**src/rtl/rxfc_lock.sv**
```systemverilog
module rxfc_lock #(
  parameter int RELOCK_FRAMES = 2
) (
  input  logic clk,
  input  logic rst_n,
  input  logic fire,
  input  logic lock_ok,
  output logic locked
);
  localparam int CW = $clog2(RELOCK_FRAMES + 1);
  localparam logic [CW-1:0] LAST = CW'(RELOCK_FRAMES - 1);

  logic [CW-1:0] good_cnt;

  always_ff @(posedge clk) begin
    if (!rst_n) begin
      locked   <= 1'b0;
      good_cnt <= '0;
    end else if (fire) begin
      if (!lock_ok) begin
        locked   <= 1'b0;
        good_cnt <= '0;
      end else if (!locked) begin
        if (good_cnt == LAST) begin
          locked   <= 1'b1;
          good_cnt <= '0;
        end else begin
          good_cnt <= good_cnt + 1'b1;
        end
      end
    end
  end
endmodule

```
**config.mk**
```make
export PLATFORM = sky130hd
export DESIGN_NAME = rxfc_lock
export DESIGN_NICKNAME = d
export VERILOG_FILES = /design/src/rtl/rxfc_lock.sv
export SDC_FILE = /design/constraint.sdc
export NUM_CORES = 1
export LEC_CHECK = 0
export ABC_AREA = 1
export BUFFER_PORTS_ARGS = -buffer_cell sky130_fd_sc_hd__buf_4
export CORE_AREA = 5 5 42 44
export CTS_BUF_LIST = sky130_fd_sc_hd__clkbuf_16
export DETAILED_ROUTE_END_ITERATION = 6
export DIE_AREA = 0 0 47 49
export PLACE_DENSITY = 0.3
export SKIP_LAST_GASP = 1
export SYNTH_ARGS = -nofsm -noshare
export SYNTH_HDL_FRONTEND = slang
export SYNTH_SLANG_ARGS = --single-unit
```
**constraint.sdc**
```tcl
create_clock -name clk -period 0.8 [get_ports clk]
set_input_delay 0.08 -clock clk [delete_from_list [all_inputs] [get_ports clk]]
set_output_delay 0.08 -clock clk [all_outputs]
set_load 0.01 [all_outputs]
```
==> impl_results.md <==
- Status: completed
- Synth top area share: 51.6%
- Buffers on Ports: 4
- Setup_tns: 0 ns
- Slew @ Worst Pin: 0.159 ns
- Power per cell area: 3920 nW/um^2
- Maximum clock frequency: 1330 MHz
- Overall Power: just under 1000 uW
- Core Area: 1400 sq um
- First-pass DRT Iterations: 1
- Core Util, Final: between 10% and 20%
- Die area: 2300 sq um
- Post-Syn Instances: 15
- Post-synth ARST share: 0%
- Max-cap violations: 0
- Pre-CTS WS: between 0.1 and 0.15 ns
- CTS Root Buffer Type: clkbuf_16
- # clock sinks: 3
- Top cells by count, synth: dfxtp_1, inv_1
- Gr usage total: 3.73%
- Post-synth EDFFs: 0
- DR vias/cell: 3.15
- Pins Over Slew Limit: 0
- Post-CTS Resized: 0
- Initial core utilization: under 10%
- RD Place Congestion: 0.624
- Final setup viols: 0
- Synth Area per Inst: a little under 8 sq um
- Crit path max-delay family: flip-flops
- ANT cells: 0
- Per-cell routed wire length: ~8.1 microns
- Worst IR Drop VDD: 0.000985 V
- CTS tree: yes
- Slew margin rel.: between 80% and 90%
- CP Class: reg2out
- Skew-Pair Late Insertion Delay: between 0.2 and 0.25 ns
- # IOs: 5
- # hold bufs at CTS: 0
- Pin count of the biggest net entering global routing: 5
- Drt drc: 0
- Clock tree buffer depth: 2
- Initial antenna violation count: 0
- Final hold vios: 0
- HP Class: in2reg
- Top cells by area, synth: dfxtp_1, inv_1, a21oi_1
- Setup crit end kind: output port
- First-pass GRT wire length: 455 microns
- Row count: 14
- Crit-path max cell delay: 0.33 ns
- Crit start category: flip-flop
- Fin crit share: around 94%
- Distinct cells, synth: 7
- Leakage: 0.000111 uW
- Vias in the first global route: 122
- Total global routing overflow: 0
- Num CTS Buffers: 3
- H-tree depth: 1
- Layout cells sized above 1: 43.5%
- Die W: 47 microns
- RSZ-0062 raised after global routing: false
- CP bufs+invs: 1
- Die Y: around 50 microns
- WP data arrival: 0.67 ns
- Yosys top cell by area: dfxtp_1
- Post-layout worst setup margin: ~0.047 ns
- Seq/Total Area, Yosys: roughly 52%
- Main synth FF type: dfxtp_1
- Clk pin slew, worst setup/hold paths: 0.03 ns
- CP max FO: 2
- DR iter-0 viols: 0
- #FFs+latches synth: 3
- Final ANT Viol Nets: 0
- Post-CTS setup buffers: 0
- Area growth syn-to-layout: 115%
- Worst path cell trace: buf_4
- Via count: 123
- DRT Wirelength: between 300 and 400 microns
- Minimum clock period: between 0.7 and 0.8 ns
- Worst path required time: roughly 0.72 ns
- Crit-path slowest cell: dfxtp_1
- Max Clock Skew: 0.000412 ns
- Yosys warns: 0
- Final nets: 28
- Syn nets: 19
- Synth Cell Area: 116 sq um
## where the power goes
group | internal, uW | total [uW] | switching [uW]
sequential | 157 | 161 | 3.71
clock | 644 | 778 | 134
combinational | 21.1 | 41.6 | 20.5
total | 822 | 981 | 159
## layer usage
metal  up-vias  track usage, %  routed length, microns
met2         7            3.17                     113
met5         -               0                       0
met3         2            5.90                      65
met4         0            4.15                      13
li1         62               -                       -
met1        52            3.06                     123
## placed cells by master, fill, tap and decap left out
cell type  netlist  routed
a21oi_1          2       2
buf_4            0       4
clkbuf_16        0       3
dfxtp_1          3       3
inv_1            3       4
nand2_1          2       2
nand3_1          2       2
nand3_2          1       1
nor2_2           0       2
## kinds of logic (layout without fill, tap and decap cells)
logic type	Yosys count	count (layout)	share of synthesized area, %
buffers and inverters	3	11	9.68
AO/OA/AOI/OAI	2	2	8.60
flip-flops	3	3	51.6
AND/OR/NAND/NOR	7	7	30.1
## cell type report
type,count,area (sq um)
fill,169,1150
tap,16,20.0
inverter,3,11.3
clock buffer,3,75.1
timing repair buffer,4,30.0
sequential,3,60.1
clock inverter,1,3.75
multi-input combinational,9,50.0
## final timing paths
| path | start | end | slack (ns) | cells after the start |
|---|---|---|---|---|
| worst max-delay path | locked | locked | 0.05 | 1 |
| worst min-delay path | rst_n | locked | 0.12 | 3 |
| worst min register to register | good_cnt[1] | good_cnt[1] | 0.46 | 2 |
| worst max register to register | locked | good_cnt[1] | 0.07 | 4 |
## state kept, by name, summed over array words and instances, names as in the netlist
signal	flops
locked	1
good_cnt	2
## through the flow
stage / instance area [sq um] / hold slack, ns / instances
6_report: 250 / 0.121 / 39
3_3_place_gp: 166 / 0.337 / 35
4_1_cts: 245 / 0.117 / 39
5_1_grt: 250 / 0.131 / 39
2_1_floorplan: 116 / 0.203 / 15
3_5_place_dp: 166 / 0.345 / 35
## worst reg2reg max path: cells and delay by family, from the launching register on
| family | cells | cell delay [ns] |
|---|---|---|
| DFF | 1 | 0.33 |
| buffers and inverters | 1 | 0.07 |
| and+or+nand+nor | 3 | 0.27 |
Power figures use the tool's default switching activity.
